`src/rtl/realign_pkg.sv`:
```
package realign_pkg;
  typedef enum logic [1:0] {
    ST_RUN   = 2'd0,  // divider running freely
    ST_DRAIN = 2'd1,  // stop armed, waiting for end of output period
    ST_HELD  = 2'd2,  // divider held
    ST_PEND  = 2'd3   // stop armed and restart already requested
  } realign_state_e;
endpackage

```
`src/rtl/realign_sampler.sv`:
```
module realign_sampler #(
  parameter int STAGES = 2
) (
  input  logic clk,
  input  logic rst_n,
  input  logic sync_in,
  output logic lvl_rise,
  output logic lvl_fall,
  output logic first_half
);
  logic [STAGES-1:0] pos_chain;
  logic [STAGES-1:0] neg_chain;
  logic              pos_prev;
  logic              neg_snap;

  // rising-edge synchronizer chain
  always_ff @(posedge clk or negedge rst_n) begin
    if (!rst_n) begin
      pos_chain <= '0;
    end else begin
      pos_chain[0] <= sync_in;
      for (int i = 1; i < STAGES; i++) pos_chain[i] <= pos_chain[i-1];
    end
  end

  // falling-edge synchronizer chain, half a cycle ahead when SYNC moves while clk is high
  always_ff @(negedge clk or negedge rst_n) begin
    if (!rst_n) begin
      neg_chain <= '0;
    end else begin
      neg_chain[0] <= sync_in;
      for (int i = 1; i < STAGES; i++) neg_chain[i] <= neg_chain[i-1];
    end
  end

  // retime falling-edge result into the rising-edge domain, keep previous level
  always_ff @(posedge clk or negedge rst_n) begin
    if (!rst_n) begin
      pos_prev <= 1'b0;
      neg_snap <= 1'b0;
    end else begin
      pos_prev <= pos_chain[STAGES-1];
      neg_snap <= neg_chain[STAGES-1];
    end
  end

  assign lvl_rise   = pos_chain[STAGES-1] & ~pos_prev;
  assign lvl_fall   = ~pos_chain[STAGES-1] & pos_prev;
  assign first_half = (neg_snap == pos_chain[STAGES-1]);
endmodule

```
`src/rtl/realign_qual.sv`:
```
module realign_qual #(
  parameter int STAGES = 2
) (
  input  logic clk,
  input  logic rst_n,
  input  logic lvl_rise,
  input  logic lvl_fall,
  input  logic first_half,
  input  logic sync_en,
  input  logic sync_pol,
  output logic go_ev,
  output logic stop_ev,
  output logic go_late
);
  localparam int WARM = STAGES + 1;
  localparam int CW   = $clog2(WARM + 1);

  logic [CW-1:0] warm_cnt;
  logic          ready;

  always_ff @(posedge clk or negedge rst_n) begin
    if (!rst_n) begin
      warm_cnt <= '0;
    end else if (!ready) begin
      warm_cnt <= warm_cnt + CW'(1);
    end
  end

  assign ready   = (warm_cnt == CW'(WARM));
  assign go_ev   = ready & sync_en & (sync_pol ? lvl_rise : lvl_fall);
  assign stop_ev = ready & sync_en & (sync_pol ? lvl_fall : lvl_rise);
  assign go_late = ~first_half;


  warm_quiet_chk: assert property (@(posedge clk) disable iff (!rst_n)
    (warm_cnt < CW'(WARM)) |-> !(go_ev || stop_ev));
endmodule

```
`src/rtl/realign_seq.sv`:
```
module realign_seq
  import realign_pkg::*;
(
  input  logic clk,
  input  logic rst_n,
  input  logic sync_en,
  input  logic go_ev,
  input  logic stop_ev,
  input  logic go_late,
  input  logic period_end,
  output logic halt_o,
  output logic clear_o,
  output logic late_o
);
  realign_state_e state_q, state_d;
  logic           clear_q, restart, capture, late_q;

  always_comb begin
    state_d = state_q;
    restart = 1'b0;
    if (!sync_en) begin
      state_d = ST_RUN;
    end else begin
      unique case (state_q)
        ST_RUN: begin
          if (stop_ev) state_d = ST_DRAIN;
        end
        ST_DRAIN: begin
          if (period_end) begin
            if (go_ev) begin
              restart = 1'b1;
              state_d = ST_RUN;
            end else begin
              state_d = ST_HELD;
            end
          end else if (go_ev) begin
            state_d = ST_PEND;
          end
        end
        ST_HELD: begin
          if (go_ev) begin
            restart = 1'b1;
            state_d = ST_RUN;
          end
        end
        ST_PEND: begin
          if (period_end) begin
            if (stop_ev) begin
              state_d = ST_HELD;
            end else begin
              restart = 1'b1;
              state_d = ST_RUN;
            end
          end else if (stop_ev) begin
            state_d = ST_DRAIN;
          end
        end
        default: state_d = ST_RUN;
      endcase
    end
  end

  assign capture = sync_en && go_ev && (state_q != ST_RUN);

  always_ff @(posedge clk or negedge rst_n) begin
    if (!rst_n) begin
      state_q <= ST_RUN;
      clear_q <= 1'b0;
      late_q  <= 1'b0;
    end else begin
      state_q <= state_d;
      clear_q <= restart;
      if (capture) late_q <= go_late;
    end
  end

  assign halt_o  = (state_q == ST_HELD);
  assign clear_o = clear_q;
  assign late_o  = late_q;


  clear_single_chk: assert property (@(posedge clk) disable iff (!rst_n)
    clear_o |=> !clear_o);

  halt_clear_excl_chk: assert property (@(posedge clk) disable iff (!rst_n)
    !(halt_o && clear_o));

  halt_entry_chk: assert property (@(posedge clk) disable iff (!rst_n)
    $rose(halt_o) |-> $past(period_end));

  disable_idle_chk: assert property (@(posedge clk) disable iff (!rst_n)
    !sync_en |=> (!halt_o && !clear_o));

  halt_exit_chk: assert property (@(posedge clk) disable iff (!rst_n)
    $fell(halt_o) |-> (clear_o || $past(!sync_en)));
endmodule

```
`src/rtl/clk_phase_realign.sv`:
```
module clk_phase_realign #(
  parameter int STAGES = 2
) (
  input  logic clk,
  input  logic rst_n,
  input  logic sync_in,
  input  logic sync_en,
  input  logic sync_pol,
  input  logic period_end,
  output logic halt_o,
  output logic clear_o,
  output logic late_half_o
);
  logic lvl_rise, lvl_fall, first_half;
  logic go_ev, stop_ev, go_late;

  realign_sampler #(.STAGES(STAGES)) sampler_i (
    .clk        (clk),
    .rst_n      (rst_n),
    .sync_in    (sync_in),
    .lvl_rise   (lvl_rise),
    .lvl_fall   (lvl_fall),
    .first_half (first_half)
  );

  realign_qual #(.STAGES(STAGES)) qual_i (
    .clk        (clk),
    .rst_n      (rst_n),
    .lvl_rise   (lvl_rise),
    .lvl_fall   (lvl_fall),
    .first_half (first_half),
    .sync_en    (sync_en),
    .sync_pol   (sync_pol),
    .go_ev      (go_ev),
    .stop_ev    (stop_ev),
    .go_late    (go_late)
  );

  realign_seq seq_i (
    .clk        (clk),
    .rst_n      (rst_n),
    .sync_en    (sync_en),
    .go_ev      (go_ev),
    .stop_ev    (stop_ev),
    .go_late    (go_late),
    .period_end (period_end),
    .halt_o     (halt_o),
    .clear_o    (clear_o),
    .late_o     (late_half_o)
  );
endmodule

```
`config.mk`:
```
export PLATFORM = sky130hd
export DESIGN_NAME = clk_phase_realign
export DESIGN_NICKNAME = d
export VERILOG_FILES = /design/src/rtl/realign_pkg.sv /design/src/rtl/realign_sampler.sv /design/src/rtl/realign_qual.sv /design/src/rtl/realign_seq.sv /design/src/rtl/clk_phase_realign.sv
export SDC_FILE = /design/constraint.sdc
export NUM_CORES = 1
export LEC_CHECK = 0
export ABC_AREA = 1
export BUFFER_PORTS_ARGS = -buffer_cell sky130_fd_sc_hd__buf_2
export CAP_MARGIN = 30
export CELL_PAD_IN_SITES_DETAIL_PLACEMENT = 0
export CELL_PAD_IN_SITES_GLOBAL_PLACEMENT = 2
export CORE_ASPECT_RATIO = 0.75
export CORE_MARGIN = 2
export CORE_UTILIZATION = 32
export CTS_CLUSTER_DIAMETER = 40
export DETAILED_ROUTE_END_ITERATION = 10
export PLACE_DENSITY_LB_ADDON = 0.1
export SLEW_MARGIN = 10
export SYNTH_ARGS = -nofsm -noshare
export SYNTH_HDL_FRONTEND = slang
export SYNTH_SLANG_ARGS = --single-unit
```
`constraint.sdc`:
```
create_clock -name clk -period 1.4 [get_ports clk]
set_input_delay 0.28 -clock clk [delete_from_list [all_inputs] [get_ports clk]]
set_output_delay 0.28 -clock clk [all_outputs]
set_load 0.02 [all_outputs]
```
==> results by group <==
Synth
  • Synth top area cells: dfrtp_1 (44%), dfrtn_1 (8.8%), nand2_1 (7.2%)
  • Gate count of the mapped netlist: 61
  • Synth warn: 0
  • Syn Nets: 68
  • #FFs+latches synth: 12
  • Leading area contributor after synthesis: dfrtp_1
  • Register area share after synthesis: 0.5252
  • Cell area after synthesis: roughly 570 µm²
  • Synth unique cells: 20
  • Avg Inst Size Synth: 9.374 µm²
  • Synth top area share: 0.4376

Worst setup path
  • Crit path required time: 1.12 ns
  • Crit Path Class: flip-flop to output port
  • Worst R2R End: seq_i.state_q[1]
  • R2R Setup Slk: 0.14 ns
  • CP Capture Type: output port
  • Crit path max fanout: 4
  • Slowest cell on crit path: dfrtp_1
  • Crit path from: seq_i.state_q[1]
  • CP Data Arrival Time: 1.04 ns
  • Worst Reg-to-Reg Cells: 9
  • Stages on worst setup path: 3
  • Slowest stage delay, CP: around 0.38 ns
  • CP Cell Sequence: inv_1, nor2_2, buf_4
  • CP top delay family: flip-flops
  • Crit path buffers/inverters: 2
  • CP endpoint: halt_o
  • Worst reg2reg startpoint: qual_i.warm_cnt[0]
  • Startpoint Class: flip-flop

Finish
  • Final non-filler cell total: 98
  • Layout area overhead: 23.85%
  • Final core occ: 0.4147
  • Highest-count cells in the layout ignoring fill and taps: nand2_1 (11), dfrtp_1 (10), buf_2 (7)
  • Final nets: 84
  • FILL cells: 180
  • Commonest non-fill, non-tap cell in the layout: nand2_1
  • # diodes: 0
  • Area occupied by multi-input gates: about 240 µm²
  • Sequential Area: 300.3 µm²
  • Share of cells above drive strength 1: 0.4079

Drt
  • DR iter-0 viols: 3
  • Routed Antenna Nets: 0
  • Wirelength per Cell: 9.551 µm
  • Vias per cell: roughly 4.3
  • DR DRC count: 0
  • Vias post-DR: about 420
  • Detailed-route wire length: around 940 µm
  • DR pass1 iterations: 4

Floorplanning
  • Initial core utilization: 0.3348
  • Die Height: 40.61 µm
  • Core area: 1708 µm²
  • DIE AREA: 2145 µm²
  • Die W: around 53 µm
  • I/O pin count: 9
  • # rows: 13

Clocking
  • Clock sinks: 12
  • Clock Pin Slew Worst Setup and Hold Paths: 0.07 ns
  • CTS buffer count: 3
  • Clock Latency Late Sink: 0.27 ns
  • CTS tree: built
  • H-tree depth: 1
  • Maximum buffer depth of the clock tree: 2
  • Setup Fix Bufs, Post-CTS: 0
  • CTS root buffer: clkbuf_4

Power and ir drop
  • NetSw: 0.1996 mW
  • VDD IR-drop max: 0.0005370 V
  • Part of the power in registers: 0.497
  • Pint: 0.5727 mW
  • Leakage power: 0.3422 nW
  • Sw frac: 0.2584
  • Clock Power Share: 0.347
  • Comb pwr share: 0.156
  • Power Dens Cells: 1090 nW/µm²

Run status
  • Outcome: complete, no violations

Timing
  • Slew HR: 0.8615
  • Slew Viols, Final: 0
  • Worst Skew: 0.004450 ns
  • Total Neg Setup Slack: 0 ns
  • Maximum clock rate: 0.7576 GHz
  • Hold Fails Final Rpt: 0
  • Fin crit period: ~1.3 ns
  • Ratio of final minimum period to clock period: 0.9429
  • Final setup violation count: 0
  • Measured slew at the worst slew-check pin: 0.2070 ns
  • RSZ-0062 raised after global routing: true

Global route
  • Remaining global-route overflow: 0
  • Antenna violations before repair: 0
  • First-pass GRT wire length: 1690 µm
  • Largest net degree at the start of global routing: 8
  • Number of global-route vias before repair: 387
  • Gr usage total: 0.1209

Placed design
  • GPL Wtd Cong: about 0.75
  • I/O Buffers: 8
  • DP Wirelength: 781.1 µm
  • Placed Instances: 93

Min path
  • Hold Crit Class: input port to flip-flop

Run
  • Max-Cap Viols: 0
layer usage:
layer	vias up	global-route usage	wire length [µm]
li1	224	-	-
met1	184	0.1507	459
met2	9	0.1781	396
met3	0	0.06934	80
met4	0	0.03846	0
met5	-	0	0
cell type report:
class / count / share of cell area
Multi-Input combinational cell: 39 / 0.3339
Inverter: 10 / 0.05654
Sequential cell: 12 / 0.4240
Tap cell: 22 / 0.03887
Clock buffer: 4 / 0.05124
Timing Repair Buffer: 11 / 0.09541
what timing repair did:
action                                 in CTS  in global routing
setup endpoints to repair                   0                  3
hold buffers                                1                  0
endpoints found under the hold margin       4                  0
gates resized for setup                     0                  3
how the worst min path moves through the flow:
| stage | slack [ns] | cells past startpoint | startpoint | endpoint |
|---|---|---|---|---|
| finish | 0.13 | 1 | sync_in | sampler_i.pos_chain[0] |
| global route | 0.11 | 1 | sync_in | sampler_i.pos_chain[0] |
| CTS | 0.12 | 1 | sync_in | sampler_i.pos_chain[0] |
| detailed placement | 0.12 | 1 | rst_n | qual_i.warm_cnt[0] |
| global placement | 0.12 | 1 | rst_n | qual_i.warm_cnt[0] |
| floorplan | -0.02 | 0 | rst_n | qual_i.warm_cnt[0] |
worst reg2reg max path, stage by stage, from the launching register on:
cell      delay [ns]
dfrtp_1         0.40
ha_2            0.20
nand2_2         0.07
clkinv_2        0.09
nand3_2         0.11
clkinv_2        0.07
nand2_2         0.05
nand3_1         0.06
nand2_1         0.07
nand2_1         0.05
flip-flops by register name, indices dropped and copies added, names as in the netlist:
name,count
sampler_i.pos_prev,1
seq_i.clear_o,1
sampler_i.neg_snap,1
sampler_i.neg_chain,2
qual_i.warm_cnt,2
seq_i.state_q,2
sampler_i.pos_chain,2
seq_i.late_o,1
metrics by stage:
stage | cell area [µm²] | power [mW] | hold slack (ns) | worst slack [ns]
2_1_floorplan | 571.8 | 0.4630 | -0.01559 | 0.1586
3_3_place_gp | 654.4 | 0.5103 | 0.1208 | 0.08230
3_5_place_dp | 654.4 | 0.5092 | 0.1176 | 0.1010
4_1_cts | 700.7 | 0.7852 | 0.1214 | 0.003736
5_1_grt | 708.2 | 0.8345 | 0.1062 | -0.01017
6_report | 708.2 | 0.7722 | 0.1263 | 0.07999
power by group through the flow:
stage               logic (mW)  clock network, mW  registers [mW]
global route             0.138              0.309           0.388
floorplan               0.0597                  0           0.403
finish                   0.120              0.268           0.384
detailed placement       0.118                  0           0.391
CTS                      0.121              0.280           0.384
global placement         0.120                  0           0.391
cell families after synthesis:
logic type      Yosys count  share of synthesized area
xor+xnor                  2                    0.03064
simple gates             30                     0.2801
mux                       1                    0.01969
compound gates            5                    0.05252
flops                    12                     0.5252
fa+ha+maj                 1                    0.02188
buf+inv                  10                    0.07002
cell usage after synthesis, drive strengths merged:
master and number:
nand2 17, nand3 4, mux2 1, ha 1, dfrtp 10, nand4 2, xnor2 2, inv 8
o31ai 1, a21oi 2, nor2 7, o21ai 1, o21bai 1, dfrtn 2, clkinv 2
Note: power is estimated with default switching activity, not from simulation.
